`src/rtl/dwq_pkg.sv`:
```
package dwq_pkg;
   typedef enum logic [1:0] {
      TERM_OK      = 2'd0,
      TERM_TABORT  = 2'd1,
      TERM_MABORT  = 2'd2,
      TERM_DISCARD = 2'd3
   } term_e;

   typedef enum logic [1:0] {
      SLOT_FREE = 2'd0,
      SLOT_PEND = 2'd1,
      SLOT_DONE = 2'd2
   } slot_e;
endpackage

```
`src/rtl/dwq_match.sv`:
```
module dwq_match #(
   parameter int DEPTH  = 4,
   parameter int ADDR_W = 32,
   parameter int CMD_W  = 4
) (
   input  logic                          clk,
   input  logic                          rst_n,
   input  logic [DEPTH-1:0]              used,
   input  logic [DEPTH-1:0][ADDR_W-1:0]  ent_addr,
   input  logic [DEPTH-1:0][CMD_W-1:0]   ent_cmd,
   input  logic [ADDR_W-1:0]             key_addr,
   input  logic [CMD_W-1:0]              key_cmd,
   output logic [DEPTH-1:0]              hit
);
   // byte enables deliberately absent from the key
   for (genvar g = 0; g < DEPTH; g++) begin : g_cmp
      assign hit[g] = used[g] && (ent_addr[g] == key_addr) && (ent_cmd[g] == key_cmd);
   end

   a_r2_single_hit: assert property (@(posedge clk) disable iff (!rst_n) $onehot0(hit))
      else $error("more than one entry holds the same key");
endmodule

```
`src/rtl/dwq_order_fifo.sv`:
```
module dwq_order_fifo #(
   parameter int DEPTH = 4,
   parameter int IDX_W = 2
) (
   input  logic             clk,
   input  logic             rst_n,
   input  logic             push,
   input  logic [IDX_W-1:0] push_idx,
   input  logic             pop,
   output logic [IDX_W-1:0] head_idx,
   output logic             empty
);
   localparam int CNT_W = $clog2(DEPTH + 1);

   logic [DEPTH-1:0][IDX_W-1:0] ring;
   logic [IDX_W-1:0] rd_ptr, wr_ptr, rd_nxt, wr_nxt;
   logic [CNT_W-1:0] cnt;
   logic             full;

   if ((1 << IDX_W) == DEPTH) begin : g_pow2
      assign rd_nxt = rd_ptr + 1'b1;
      assign wr_nxt = wr_ptr + 1'b1;
   end else begin : g_wrap
      assign rd_nxt = (rd_ptr == IDX_W'(DEPTH - 1)) ? '0 : rd_ptr + 1'b1;
      assign wr_nxt = (wr_ptr == IDX_W'(DEPTH - 1)) ? '0 : wr_ptr + 1'b1;
   end

   assign empty    = (cnt == '0);
   assign full     = (cnt == CNT_W'(DEPTH));
   assign head_idx = ring[rd_ptr];

   always_ff @(posedge clk or negedge rst_n) begin
      if (!rst_n) begin
         ring   <= '0;
         rd_ptr <= '0;
         wr_ptr <= '0;
         cnt    <= '0;
      end else begin
         if (push) begin
            ring[wr_ptr] <= push_idx;
            wr_ptr       <= wr_nxt;
         end
         if (pop) rd_ptr <= rd_nxt;
         case ({push, pop})
            2'b10:   cnt <= cnt + 1'b1;
            2'b01:   cnt <= cnt - 1'b1;
            default: cnt <= cnt;
         endcase
      end
   end

   a_r2_no_overflow: assert property (@(posedge clk) disable iff (!rst_n) push |-> !full)
      else $error("issue order ring overflow");
   a_r4_no_underflow: assert property (@(posedge clk) disable iff (!rst_n) pop |-> !empty)
      else $error("issue order ring underflow");
endmodule

```
`src/rtl/dwq_retry_timer.sv`:
```
module dwq_retry_timer #(
   parameter int CNT_W = 24
) (
   input  logic clk,
   input  logic rst_n,
   input  logic active,
   input  logic retry,
   input  logic term,
   input  logic lim_en,
   output logic expire
);
   logic [CNT_W-1:0] cnt;

   assign expire = active && retry && !term && lim_en && (cnt == {CNT_W{1'b1}});

   always_ff @(posedge clk or negedge rst_n) begin
      if (!rst_n)                        cnt <= '0;
      else if (!active || term || expire) cnt <= '0;
      else if (retry && lim_en)           cnt <= cnt + 1'b1;
   end

   a_r9_idle_zero: assert property (@(posedge clk) disable iff (!rst_n) !active |-> (cnt == '0))
      else $error("retry count not zero between transfers");
endmodule

```
`src/rtl/dwq_ctrl.sv`:
```
module dwq_ctrl
   import dwq_pkg::*;
#(
   parameter int ADDR_W  = 32,
   parameter int DATA_W  = 32,
   parameter int CMD_W   = 4,
   parameter int DEPTH   = 4,
   parameter int RETRY_W = 24
) (
   input  logic                clk,
   input  logic                rst_n,
   input  logic                retry_lim_en,
   input  logic                serr_en,
   input  logic                in_req,
   input  logic [ADDR_W-1:0]   in_addr,
   input  logic [CMD_W-1:0]    in_cmd,
   input  logic [DATA_W-1:0]   in_data,
   input  logic [DATA_W/8-1:0] in_be,
   output logic                in_rsp_retry,
   output logic                in_rsp_ready,
   output logic                in_rsp_tabort,
   output logic                in_rsp_perr,
   output logic                tg_valid,
   output logic [ADDR_W-1:0]   tg_addr,
   output logic [CMD_W-1:0]    tg_cmd,
   output logic [DATA_W-1:0]   tg_data,
   output logic [DATA_W/8-1:0] tg_be,
   input  logic                tg_trdy,
   input  logic                tg_tabort,
   input  logic                tg_mabort,
   input  logic                tg_retry,
   input  logic                tg_perr,
   output logic                serr
);
   localparam int BE_W  = DATA_W / 8;
   localparam int IDX_W = $clog2(DEPTH);

   if (DATA_W != 32) begin : g_bad_width
      $error("far-side transfer is a single 32-bit data phase; DATA_W must be 32");
   end
   if (DEPTH < 2) begin : g_bad_depth
      $error("DEPTH must be at least 2");
   end
   if (RETRY_W < 1) begin : g_bad_retry
      $error("RETRY_W must be at least 1");
   end

   slot_e                      slot_st   [DEPTH];
   term_e                      slot_term [DEPTH];
   logic [DEPTH-1:0][ADDR_W-1:0] slot_addr;
   logic [DEPTH-1:0][CMD_W-1:0]  slot_cmd;
   logic [DEPTH-1:0][DATA_W-1:0] slot_data;
   logic [DEPTH-1:0][BE_W-1:0]   slot_be;
   logic [DEPTH-1:0]             slot_perr;
   logic [DEPTH-1:0]             slot_used, slot_hit;

   logic             hit_any, hit_done, free_any, enq, release_e;
   logic [IDX_W-1:0] hit_idx, free_idx, head_idx;
   logic             ord_empty, tg_term, discard, tg_end, perr_acc;
   term_e            end_code;

   always_comb begin
      for (int i = 0; i < DEPTH; i++) slot_used[i] = (slot_st[i] != SLOT_FREE);
   end

   dwq_match #(.DEPTH(DEPTH), .ADDR_W(ADDR_W), .CMD_W(CMD_W)) u_match (
      .clk(clk), .rst_n(rst_n), .used(slot_used), .ent_addr(slot_addr),
      .ent_cmd(slot_cmd), .key_addr(in_addr), .key_cmd(in_cmd), .hit(slot_hit)
   );

   always_comb begin
      hit_idx  = '0;
      free_idx = '0;
      for (int i = 0; i < DEPTH; i++)
         if (slot_hit[i]) hit_idx = IDX_W'(i);
      for (int i = DEPTH - 1; i >= 0; i--)
         if (!slot_used[i]) free_idx = IDX_W'(i);
   end

   assign hit_any   = |slot_hit;
   assign free_any  = ~&slot_used;
   assign hit_done  = hit_any && (slot_st[hit_idx] == SLOT_DONE);
   assign enq       = in_req && !hit_any && free_any;
   assign release_e = in_req && hit_done;

   assign in_rsp_retry  = in_req && !hit_done;
   assign in_rsp_ready  = release_e && (slot_term[hit_idx] == TERM_OK);
   assign in_rsp_tabort = release_e && (slot_term[hit_idx] != TERM_OK);
   assign in_rsp_perr   = release_e && slot_perr[hit_idx];

   dwq_order_fifo #(.DEPTH(DEPTH), .IDX_W(IDX_W)) u_order (
      .clk(clk), .rst_n(rst_n), .push(enq), .push_idx(free_idx),
      .pop(tg_end), .head_idx(head_idx), .empty(ord_empty)
   );

   assign tg_valid = !ord_empty;
   assign tg_addr  = slot_addr[head_idx];
   assign tg_cmd   = slot_cmd[head_idx];
   assign tg_data  = slot_data[head_idx];
   assign tg_be    = slot_be[head_idx];
   assign tg_term  = tg_valid && (tg_trdy || tg_tabort || tg_mabort);

   dwq_retry_timer #(.CNT_W(RETRY_W)) u_timer (
      .clk(clk), .rst_n(rst_n), .active(tg_valid), .retry(tg_retry),
      .term(tg_term), .lim_en(retry_lim_en), .expire(discard)
   );

   assign tg_end = tg_term || discard;

   always_comb begin
      if (discard)        end_code = TERM_DISCARD;
      else if (tg_trdy)   end_code = TERM_OK;
      else if (tg_tabort) end_code = TERM_TABORT;
      else                end_code = TERM_MABORT;
   end

   always_ff @(posedge clk or negedge rst_n) begin
      if (!rst_n) begin
         perr_acc  <= 1'b0;
         serr      <= 1'b0;
         slot_addr <= '0;
         slot_cmd  <= '0;
         slot_data <= '0;
         slot_be   <= '0;
         slot_perr <= '0;
         for (int i = 0; i < DEPTH; i++) begin
            slot_st[i]   <= SLOT_FREE;
            slot_term[i] <= TERM_OK;
         end
      end else begin
         serr <= discard && serr_en;
         if (tg_end)                   perr_acc <= 1'b0;
         else if (tg_valid && tg_perr) perr_acc <= 1'b1;
         for (int i = 0; i < DEPTH; i++) begin
            if (enq && free_idx == IDX_W'(i)) begin
               slot_st[i]   <= SLOT_PEND;
               slot_addr[i] <= in_addr;
               slot_cmd[i]  <= in_cmd;
               slot_data[i] <= in_data;
               slot_be[i]   <= in_be;
            end
            if (tg_end && head_idx == IDX_W'(i)) begin
               slot_st[i]   <= SLOT_DONE;
               slot_term[i] <= end_code;
               slot_perr[i] <= perr_acc || tg_perr;
            end
            if (release_e && hit_idx == IDX_W'(i)) slot_st[i] <= SLOT_FREE;
         end
      end
   end

   a_r11_rsp_onehot: assert property (@(posedge clk) disable iff (!rst_n)
      in_req |-> $onehot({in_rsp_retry, in_rsp_ready, in_rsp_tabort}))
      else $error("initiator answer not one-hot");
   a_r11_rsp_idle: assert property (@(posedge clk) disable iff (!rst_n)
      !in_req |-> !(in_rsp_retry || in_rsp_ready || in_rsp_tabort || in_rsp_perr))
      else $error("initiator answer without an attempt");
   a_r4_head_hold: assert property (@(posedge clk) disable iff (!rst_n)
      (tg_valid && !tg_end) |=> (tg_valid && $stable(tg_addr) && $stable(tg_cmd)
                                 && $stable(tg_data) && $stable(tg_be)))
      else $error("far-side request changed before it ended");
   a_r7_serr_after_discard: assert property (@(posedge clk) disable iff (!rst_n)
      serr |-> $past(discard && serr_en))
      else $error("error pulse without a discard");
   a_r5_perr_with_answer: assert property (@(posedge clk) disable iff (!rst_n)
      in_rsp_perr |-> (in_rsp_ready || in_rsp_tabort))
      else $error("parity flag outside a completion answer");
endmodule

```
`config.mk`:
```
export PLATFORM = sky130hd
export DESIGN_NAME = dwq_ctrl
export DESIGN_NICKNAME = d
export VERILOG_FILES = /design/src/rtl/dwq_pkg.sv /design/src/rtl/dwq_match.sv /design/src/rtl/dwq_order_fifo.sv /design/src/rtl/dwq_retry_timer.sv /design/src/rtl/dwq_ctrl.sv
export SDC_FILE = /design/constraint.sdc
export NUM_CORES = 1
export LEC_CHECK = 0
export ABC_AREA = 0
export BUFFER_PORTS_ARGS = -buffer_cell sky130_fd_sc_hd__buf_2
export CORE_MARGIN = 2
export CORE_UTILIZATION = 50
export CTS_CLUSTER_DIAMETER = 30
export DETAILED_ROUTE_END_ITERATION = 8
export PLACE_DENSITY = 0.71
export SETUP_SLACK_MARGIN = 0.15
export SLEW_MARGIN = 20
export SYNTH_ARGS = -nofsm -noshare
export SYNTH_HDL_FRONTEND = slang
export SYNTH_SLANG_ARGS = --single-unit
```
`constraint.sdc`:
```
create_clock -name clk -period 7.4 [get_ports clk]
set_clock_uncertainty 0.15 [all_clocks]
set_input_delay 0 -clock clk [delete_from_list [all_inputs] [get_ports clk]]
set_output_delay 0 -clock clk [all_outputs]
set_load 0.02 [all_outputs]
```
== Yosys cells after proc, flatten, opt, wreduce, memory -nomap -nowiden ==
Index checks and enable logic that the tools add are counted.

* Add/subtract/negate cells: 5
* $lt $le $gt $ge: 6
* Equal/unequal tests: 21
* Multiplexer cells: 48
* Bitwise gates (word level): 1
* Reduce and logical (&&, ||, !) cells: 67

{| class="wikitable"
|+ Operators with widths
! cell !! count
|-
| $bmux 32 s2 || 2
|-
| $eq 32x32->1 || 4
|-
| $mux 32 || 2
|-
| $mux 2 || 27
|-
| $mux 24 || 2
|-
| $logic_and 1x1->1 || 37
|-
| $add 24x1->24 const B || 1
|-
| $eq 24x24->1 const B || 1
|-
| $bmux 4 s2 || 2
|-
| $eq 2x2->1 const B || 8
|-
| $eq 4x4->1 || 4
|-
| $reduce_bool 2->1 || 8
|-
| $bmux 2 s2 || 3
|-
| $lt 2x3->1 const B || 4
|-
| $reduce_bool 3->1 || 4
|-
| $bwmux 8 || 1
|-
| $eq 2x1->1 const B || 4
|-
| $logic_not 2->1 || 4
|-
| $mux 4 || 2
|-
| $logic_or 1x1->1 || 6
|-
| $pmux 3 s2 || 1
|-
| $logic_not 1->1 || 5
|-
| $add 2x1->2 const B || 2
|-
| $demux 2 s2 || 1
|-
| other kinds (10) || 13
|}

* Register bits after elaboration: 349
* Input bits: 82

== Depth between registers and ports, before layout ==
Gate-level depths: netlist of the first run.

* Depth after elaboration: 15
* Depth in mapped cells: 14
* Depth with buffers taken out: 12

== Cells and area by module ==
Synthesis of the first run repeated with hierarchy kept, for this count alone.

* Cells, all modules: 1,195
* Area, all modules: 17,882.2 µm²

{| class="wikitable"
|+ Modules (own cells, without submodules)
! module !! instances !! cells each !! area an instance (µm²) !! sequential area each (µm²)
|-
| dwq_ctrl || 1 || 814 || 14,287.5 || 7,757.4
|-
| dwq_match || 1 || 200 || 1,594.0 || 0.0
|-
| dwq_retry_timer || 1 || 127 || 1,273.7 || 600.6
|-
| dwq_order_fifo || 1 || 54 || 726.9 || 375.4
|}

== Worst setup path after synthesis of the first run ==
No wires, ideal clock.

* Kind: register to register
* From: register u_timer.cnt[0]
* To: register u_order.cnt[2]
* Arrival time: 2.778 ns
* Data required time: 7.171 ns
* Setup slack: 4.393 ns
* Stages on the path, launching flop included: 13
* Buffers on the path: 1
* Period minus slack after synthesis: 3.007 ns
* Cell sequence: dfrtp_1 > ha_1 > and4_1 > buf_2 > nand4_1 > or4_4 > a21boi_4 > ha_1 > inv_1 > fa_1 > xor2_1 > nor2_1 > xor2_1

* Longest elaborated chain between the ends: 5

{| class="wikitable"
|+ Ends and longest elaborated chain
! item !! line !! source
|-
| start, declared || dwq_retry_timer.sv:12 || <nowiki>logic [CNT_W-1:0] cnt;</nowiki>
|-
| start signal, assigned || dwq_retry_timer.sv:19 || <nowiki>else if (retry && lim_en) cnt <= cnt + 1'b1;</nowiki>
|-
| $eq 24x24->1 (*) || dwq_retry_timer.sv:14 || <nowiki>assign expire = active && retry && !term && lim_en && (cnt == {CNT_W{1'b1}});</nowiki>
|-
| $logic_and 1x1->1 (*) || dwq_retry_timer.sv:14 ||
|-
| $logic_or 1x1->1 (*) || dwq_ctrl.sv:108 || <nowiki>assign tg_end = tg_term || discard;</nowiki>
|-
| $eq 2x1->1 / $eq 2x2->1 (equally long branches) || dwq_order_fifo.sv:44 || <nowiki>case ({push, pop})</nowiki>
|-
| $pmux 3 s2 / $reduce_bool 2->1 (equally long branches) || -- ||
|-
| end signal, assigned || dwq_order_fifo.sv:45 || <nowiki>2'b10: cnt <= cnt + 1'b1;</nowiki>
|-
| end signal, assigned || dwq_order_fifo.sv:46 || <nowiki>2'b01: cnt <= cnt - 1'b1;</nowiki>
|-
| end signal, assigned || dwq_order_fifo.sv:47 || <nowiki>default: cnt <= cnt;</nowiki>
|-
| end, declared || dwq_order_fifo.sv:17 || <nowiki>logic [CNT_W-1:0] cnt;</nowiki>
|}

Every way passes the cells marked *; elsewhere a longest branch is shown, timed or not.
A chain may end at the register's enable or synchronous reset.

== Worst setup path in the final report of the first run ==
* From: register slot_addr[121] in the netlist's numbering
* To: register slot_addr[76] in the netlist's numbering

* Longest elaborated chain between the ends: 8

{| class="wikitable"
|+ Ends and longest elaborated chain
! item !! line !! source
|-
| start, declared || dwq_ctrl.sv:50 || <nowiki>logic [DEPTH-1:0][ADDR_W-1:0] slot_addr;</nowiki>
|-
| start signal, assigned by index || dwq_ctrl.sv:137 || <nowiki>slot_addr[i] <= in_addr;</nowiki>
|-
| $eq 32x32->1 || dwq_match.sv:17 || <nowiki>assign hit[g] = used[g] && (ent_addr[g] == key_addr) && (ent_cmd[g] == key_cmd);</nowiki>
|-
| $logic_and 1x1->1 (2 in a row) || dwq_match.sv:17 ||
|-
| $reduce_or 4->1 || dwq_ctrl.sv:80 || <nowiki>assign hit_any = |slot_hit;</nowiki>
|-
| $logic_not 1->1 || dwq_ctrl.sv:83 || <nowiki>assign enq = in_req && !hit_any && free_any;</nowiki>
|-
| $logic_and 1x1->1 (2 in a row) || dwq_ctrl.sv:83 ||
|-
| $logic_and 1x1->1 || dwq_ctrl.sv:135 || <nowiki>if (enq && free_idx == IDX_W'(i)) begin</nowiki>
|}

No other way between the ends.

==> results of run 1 <==
power by group through the flow:
stage	logic [W]	clock network (W)	registers, W
3_5_place_dp	0.000415	0	0.00203
6_report	0.000456	0.00366	0.00201
2_1_floorplan	0.000265	0	0.00202
3_3_place_gp	0.000409	0	0.00203
4_1_cts	0.000460	0.00372	0.00201
5_1_grt	0.000500	0.00383	0.00201
cells by family after synthesis:
group,Yosys count,share of synthesized area
AOI/OAI and AO/OA,39,0.0144
and+or+nand+nor,173,0.0565
adders and majority gates,7,0.00544
muxes,384,0.305
DFF,349,0.500
xor gates and xnor gates,166,0.0832
buffers and inverters,107,0.0360
metal layers:
layer	part of all wire	GRT usage	vias to the layer above
met5	0.00095	0	-
met2	0.48	0.383	306
li1	-	-	4947
met4	0.029	0.0874	6
met1	0.43	0.327	5785
met3	0.062	0.0688	82
registers in the layout, indices dropped and copies added (netlist names):
| name | flops |
|---|---|
| slot_addr | 128 |
| slot_data | 128 |
| u_timer.cnt | 24 |
| slot_be | 16 |
| slot_cmd | 16 |
| slot_st | 8 |
| slot_term | 8 |
| u_order.ring | 8 |
| slot_perr | 4 |
| u_order.cnt | 3 |
| u_order.rd_ptr | 2 |
| u_order.wr_ptr | 2 |
| perr_acc | 1 |
| serr | 1 |
per-stage QoR:
step / setup WS [ns] / instance area [um^2] / std cells / hold WS [ns] / util
after global placement: 3.40 / 18400 / 1758 / -0.0746 / 0.534
final: 3.35 / 22100 / 1995 / 0.0736 / 0.643
after global routing: 3.11 / 22100 / 1994 / 0.0769 / 0.643
after CTS: 3.28 / 22100 / 1993 / 0.0427 / 0.642
after detailed placement: 3.31 / 18400 / 1758 / -0.0762 / 0.534
after floorplan: 4.39 / 17500 / 1225 / -0.446 / -
worst max-delay path: cells and delay by family, from the launching register on:
kind / cells / cell delay [ns]
simple gates: 5 / 1.65
buf+inv: 2 / 0.92
mux: 1 / 0.41
flops: 1 / 0.39
xor+xnor: 1 / 0.37
cells in the mapped netlist (all sizes together) (6+ instances only):
cell,n,area [um^2]
inv,17,63.8
xnor2,23,201
or3,7,43.8
xor2,143,1250
mux4,74,1670
nand4,22,153
buf,82,536
clkbuf,8,30.0
nor2,47,176
ha,6,75.1
mux2,306,3630
nor3,12,76.3
nand2,17,63.8
a21oi,17,85.1
nor4,32,215
o21ai,8,40.0
dfrtp,349,8730
nand3,16,105
how the worst min path moves through the flow:
stage | from | to | slack [ns]
2_1_floorplan | rst_n | perr_acc | -0.45
3_3_place_gp | rst_n | u_timer.cnt[20] | -0.07
3_5_place_dp | rst_n | u_timer.cnt[20] | -0.08
4_1_cts | in_data[14] | slot_data[14] | 0.04
5_1_grt | in_data[22] | slot_data[86] | 0.08
6_report | in_data[14] | slot_data[14] | 0.07
layout make-up:
cell class | instances | area, um^2
timing repair buffer | 256 | 1790
tap | 455 | 569
multi-input combinational | 769 | 8130
antenna | 2 | 5.00
fill | 2547 | 12300
sequential | 349 | 8730
clock inverter | 40 | 512
clock buffer | 107 | 2340
inverter | 17 | 63.8
timing repair:
item | CTS | global route
endpoints found under the hold margin | 413 | 0
endpoints found under the setup margin | 0 | 0
hold buffers | 88 | 0
resized for setup | 0 | 0
==> results.ini, run 1 <==
[floorplanning]
pin_count=160
die_area_um2=36500
placeableCoreArea_um2=34500
initial_core_util=0.507
die_y_um=191
placementRows=68
die_w_um=191

[min_path]
worstHoldPathType=in -> reg
hold_depth=3

[clocking]
cts_setup_buffers=0
clock-root-buffer=clkbuf_16
clk_pin_slew_ns=0.05
h-tree-depth=3
cts.sinks=349
cts_tree=done
cts_made_buffers=81
cts_buffer_depth=3
clk_latency_ns=0.57

[outcome]
status=finished clean

[logic_synthesis]
ys_seq_area_frac=0.500
synthArstFlopShare=1.00
synthCells=1225
ys_seq_elements=349
synth-edff-count=0
syn_nets=1314
avgSynthCellArea_um2=14.3
yosys_warnings=0
yosysUniqueCellTypes=49
synthFlopType=dfrtp_1
synth_area_um2=17500

[worst_setup_path]
critical_path.max_fanout=46
worst-setup-path-type=reg -> reg
endpoint=slot_addr[76]
reg2reg_depth=9
cp-start-kind=register
r2r-end=slot_addr[76]
crit-reg2reg-launch=slot_addr[121]
cp_cell_sequence=xnor2_1 > nand4_1 > or3_1 > nor3_4 > nor4_2 > buf_4 > nand4_4 > buf_4 > mux2_1
cp-end-kind=register
crit_start=slot_addr[121]
r2r_setup_slack_ns=3.35
cpMostUsedCell=buf_4
slowest_delay_ns=0.70
cp_slowest_cell=buf_4
worst_ep_required_time_ns=7.69
worst_ep_arrival_time_ns=4.33

[pwr]
switchingPower_w=0.00140
pwr-share-comb=0.074
powerDensity_nw_per_um2=277
clkPwrFrac=0.598
ir_drop_mv=0.206
power_w=0.00613
intPower_w=0.00473
pwr-share-seq=0.328
p_leak_nw=10.7
switching_share=0.229

[global_route]
grt_pass1_vias=11800
grt_overflow=0
grt_max_degree=174
grt_pass1_wl_um=67900
antenna_found_initial=5
grt_usage=0.245

[layout]
final_common_cell=dfrtp_1
nNetsFinal=1563
mostFrequentLayoutCells=349 x dfrtp_1, 187 x mux2_2, 158 x buf_2
drive_gt1_frac=0.412
layout-area-overhead-vs-synth_pct=26.7

[drt]
drc=0
first_pass_iters=5
ant_nets=0
routed_wl_um=43100
wire_per_inst_um=21.6
routed-via-count=11100
routed_via_density=5.58
drt_iter0_markers=694

[job]
max_cap_violations=0

[timing]
fin_crit_sh=0.547
hold_violations=0
setup_tns_ns=0
relSlewSlack=0.293
max_freq_mhz=247
slew_viol_final=0
grt_setup_unrepaired=false
worst_pin_slew_ns=1.06
finalSetupViolCount=0
fin_crit_ns=4.05

[placement]
place.gp.congestion=0.810
io_buffer_count=159
dp.final_hpwl_um=27200

No activity file was read; power rests on OpenSTA's default activity.
==> run 2: changes to the inputs <==
clock period = 4.2 ns   (was 7.4 ns; I/O delays follow)
==> results.ini, run 2 (same netlist as run 1, synthesis figures left out) <==
[timing]
relSlewSlack=0.384
grt_setup_unrepaired=false
worst_slack_ns=0.355
fin_crit_sh=0.915
slew_viol_final=0
fin_crit_ns=3.84
setup_tns_ns=0
max_freq_mhz=260
worst_pin_slew_ns=0.924
hold_violations=0
finalSetupViolCount=0
timing.hold.ws_ns=0.0558

[drt]
routed_via_density=5.64
first_pass_iters=5
ant_nets=0
drc=0
routed_wl_um=44600
routed-via-count=11400
drt_iter0_markers=750
wire_per_inst_um=22.1

[placement]
place.gp.congestion=0.945
io_buffer_count=159
dpl_worst_slack_ns=0.320
place_area_um2=18500
dp.final_hpwl_um=28500

[layout]
mostFrequentLayoutCells=349 x dfrtp_1, 187 x mux2_2, 158 x buf_2
drive_gt1_frac=0.418
nNetsFinal=1584
final_area_um2=22600
layout-area-overhead-vs-synth_pct=29.4
largestRegisters=slot_addr: 128 flops, slot_data: 128 flops, u_timer.cnt: 24 flops
final_common_cell=dfrtp_1

[worst_setup_path]
critical_path.max_fanout=8
worst_ep_required_time_ns=4.56
cp_cell_sequence=xor2_1 > nor4_1 > nand4_1 > nor4_4 > nor4_2 > buf_4 > nand3_1 > ha_1 > inv_1 > fa_1 > xor2_1 > nor2_1 > xor2_1
worst_ep_arrival_time_ns=4.20
cpMostUsedCell=xor2_1
cp-end-kind=register
worst-setup-path-type=reg -> reg
cp-start-kind=register
cp_slowest_cell=nor4_1
slowest_delay_ns=0.56

[pwr]
ir_drop_mv=0.371
p_leak_nw=11.0
powerDensity_nw_per_um2=509

[floorplanning]
initial_core_util=0.507
placementRows=68
placeableCoreArea_um2=34500
pin_count=160
die_w_um=191
die_area_um2=36500
die_y_um=191

[clocking]
h-tree-depth=3
clk_pin_slew_ns=0.04
cts_made_buffers=88
cts.sinks=349
cts_setup_buffers=0
cts_tree=done
clk_latency_ns=0.59
clock-root-buffer=clkbuf_16
cts_buffer_depth=3

[outcome]
status=finished clean

[global_route]
grt_max_degree=129
grt_usage=0.251
antenna_found_initial=1
grt_overflow=0
grt_pass1_wl_um=69700
grt_pass1_vias=12200

[job]
max_cap_violations=0

[min_path]
worstHoldPathType=in -> reg

run 2: cell type report:
| type | instances | area, um^2 |
|---|---|---|
| antenna | 1 | 2.50 |
| clock buffer | 115 | 2450 |
| clock inverter | 45 | 716 |
| fill | 2489 | 11800 |
| inverter | 17 | 63.8 |
| multi-input combinational | 770 | 8140 |
| sequential | 349 | 8730 |
| tap | 455 | 569 |
| timing repair buffer | 269 | 1950 |
run 2: worst max-delay path: cells and delay by family, from the launching register on:
family,cells,cell delay (ns)
flops,1,0.39
buf+inv,2,0.30
simple gates,6,1.85
fa+ha+maj,2,0.61
xor+xnor,3,0.49
run 2: path summary, 6_finish.rpt:
| check | slack (ns) | depth (start not counted) | end | start |
|---|---|---|---|---|
| min | 0.06 | 3 | slot_data[85] | in_data[21] |
| max | 0.36 | 13 | u_order.cnt[2] | slot_addr[32] |
| min reg2reg | 0.32 | 1 | u_order.cnt[2] | u_order.cnt[2] |
| max in group asynchronous | 2.44 | 5 | slot_data[60] | rst_n |
| min in group asynchronous | 0.27 | 3 | u_order.cnt[0] | rst_n |
| max reg2reg | 0.36 | 13 | u_order.cnt[2] | slot_addr[32] |
run 2: metrics by stage:
stage          utilization  total power (W)  cells
4_1_cts              0.655           0.0116   2017
3_3_place_gp         0.538          0.00431   1770
2_1_floorplan            -          0.00403   1225
3_5_place_dp         0.538          0.00433   1770
6_report             0.657           0.0115   2021
5_1_grt              0.657           0.0119   2020
run 2: layer usage:
metal	GRT usage	wire [um]
met5	0	0
met2	0.398	21400
met3	0.0674	3010
met4	0.0906	1340
met1	0.331	18900
run 2: timing repair:
action                                  CTS  global route
hold buffers                             87             1
endpoints found under the setup margin    0            17
endpoints found under the hold margin   446            29
gates resized for setup                   0             0
run 2: where the power goes:
| part | switching [W] | internal (W) |
|---|---|---|
| Clock | 0.00204 | 0.00512 |
| Sequential | 0.0000778 | 0.00347 |
| Combinational | 0.000458 | 0.000364 |
| Total | 0.00258 | 0.00895 |
==> run 3: changes to the inputs <==
CORE_ASPECT_RATIO = 1.4   (was unset)
CORE_UTILIZATION = 60   (was 50)
PLACE_DENSITY = 0.82   (was 0.71)
==> results.ini, run 3 (same netlist as run 1, synthesis figures left out) <==
[outcome]
status=finished clean

[drt]
routed-via-count=11300
drc=0
routed_via_density=5.97
routed_wl_um=44300
wire_per_inst_um=23.5
drt_iter0_markers=665
ant_nets=0
first_pass_iters=7

[clocking]
cts_resized=0
clk_latency_ns=0.58
cts_buffer_depth=3
cts_tree=done
h-tree-depth=2
cts.sinks=349
clk_pin_slew_ns=0.06
cts_setup_buffers=0
clock-root-buffer=clkbuf_16
cts_made_buffers=57

[placement]
io_buffer_count=159
dp.final_hpwl_um=27500
dpl_worst_slack_ns=0.522
place.gp.congestion=0.862

[timing]
fin_crit_ns=3.71
worst_pin_slew_ns=0.952
hold_violations=0
fin_crit_sh=0.883
finalSetupViolCount=0
worst_slack_ns=0.490
setup_tns_ns=0
slew_viol_final=0
relSlewSlack=0.365
max_freq_mhz=270
timing.hold.ws_ns=0.0663
grt_setup_unrepaired=false

[worst_setup_path]
worst_ep_required_time_ns=4.05
worst-setup-path-type=reg -> out
critical_path.max_fanout=5
cp-start-kind=register
worst_ep_arrival_time_ns=3.56
cp-end-kind=output port

[pwr]
powerDensity_nw_per_um2=437
ir_drop_mv=0.415
p_leak_nw=10.5

[layout]
final_util=0.753
fillers=1681
mostFrequentLayoutCells=349 x dfrtp_1, 187 x mux2_2, 158 x buf_2
largestRegisters=slot_addr: 128 flops, slot_data: 128 flops, u_timer.cnt: 24 flops
ff_latch_area_um2=8730
layout-area-overhead-vs-synth_pct=22.8
multiInputGateArea_um2=8130
nNetsFinal=1553
num_antenna_cells=0
drive_gt1_frac=0.402
final_common_cell=dfrtp_1

[global_route]
antenna_found_initial=1
grt_pass1_wl_um=69100
grt_overflow=0
grt_usage=0.295
grt_max_degree=131
grt_pass1_vias=12500

[floorplanning]
pin_count=160
initial_core_util=0.613
die_area_um2=30500
placementRows=73
placeableCoreArea_um2=28500
die_w_um=148
die_y_um=206

[min_path]
worstHoldPathType=in -> reg

[job]
max_cap_violations=0

-- run 3: cell types whose count changed in the layout (fill, tap and decap cells not counted), moves of 2 or more --
cell and delta:
clkinv_4 +5, clkbuf_16 -32, clkbuf_8 -6, bufinv_16 -6, clkbuf_1 -6, inv_6 +3, clkinv_2 -12, buf_12 +2
clkinvlp_4 +2
-- run 3: report_power, final --
group,internal [W],switching [W],leakage (nW)
Clock,0.00331,0.00172,0.999
Combinational,0.000363,0.000450,4.71
Sequential,0.00346,0.0000731,4.75
-- run 3: critical path: stages, from the launching register on --
cell      delay (ns)
dfrtp_1         0.41
xor2_1          0.19
nor4_1          0.70
nand4_1         0.25
nor4_4          0.42
mux2i_1         0.39
o211ai_1        0.19
nor3_1          0.23
buf_2           0.21
-- run 3: layout make-up --
class,instances,share of cell area
Sequential cell,349,0.407
Multi-Input combinational cell,769,0.379
Timing Repair Buffer,270,0.0921
Clock buffer,71,0.0722
Clock inverter,36,0.0252
Tap cell,375,0.0219
Inverter,17,0.00297
-- run 3: path summary, 6_finish.rpt --
path | from | to | slack [ns] | cells past startpoint
min reg2reg | u_order.cnt[2] | u_order.cnt[2] | 0.31 | 1
max reg2reg | slot_addr[50] | slot_data[115] | 0.52 | 9
max in group asynchronous | rst_n | slot_data[31] | 2.37 | 5
max | slot_addr[50] | in_rsp_ready | 0.49 | 8
min | in_data[9] | slot_data[9] | 0.07 | 3
min in group asynchronous | rst_n | slot_data[62] | 0.30 | 3
-- run 3: repair_timing --
item,CTS,global route
hold endpoints to repair,457,44
hold buffers,86,1
setup endpoints to repair,0,0
-- run 3: stage by stage --
| stage | area, um^2 | std cells | power (W) |
|---|---|---|---|
| floorplan | 17500 | 1225 | 0.00403 |
| global placement | 18500 | 1692 | 0.00430 |
| detailed placement | 18500 | 1692 | 0.00432 |
| CTS | 21400 | 1885 | 0.00942 |
| global route | 21500 | 1887 | 0.00967 |
| finish | 21500 | 1887 | 0.00938 |
-- run 3: routing by layer --
layer	share of wire	track usage	up-vias
li1	-	-	4908
met1	0.37	0.344	5887
met2	0.53	0.521	349
met3	0.043	0.0483	122
met4	0.054	0.161	2
met5	0.00025	0	-
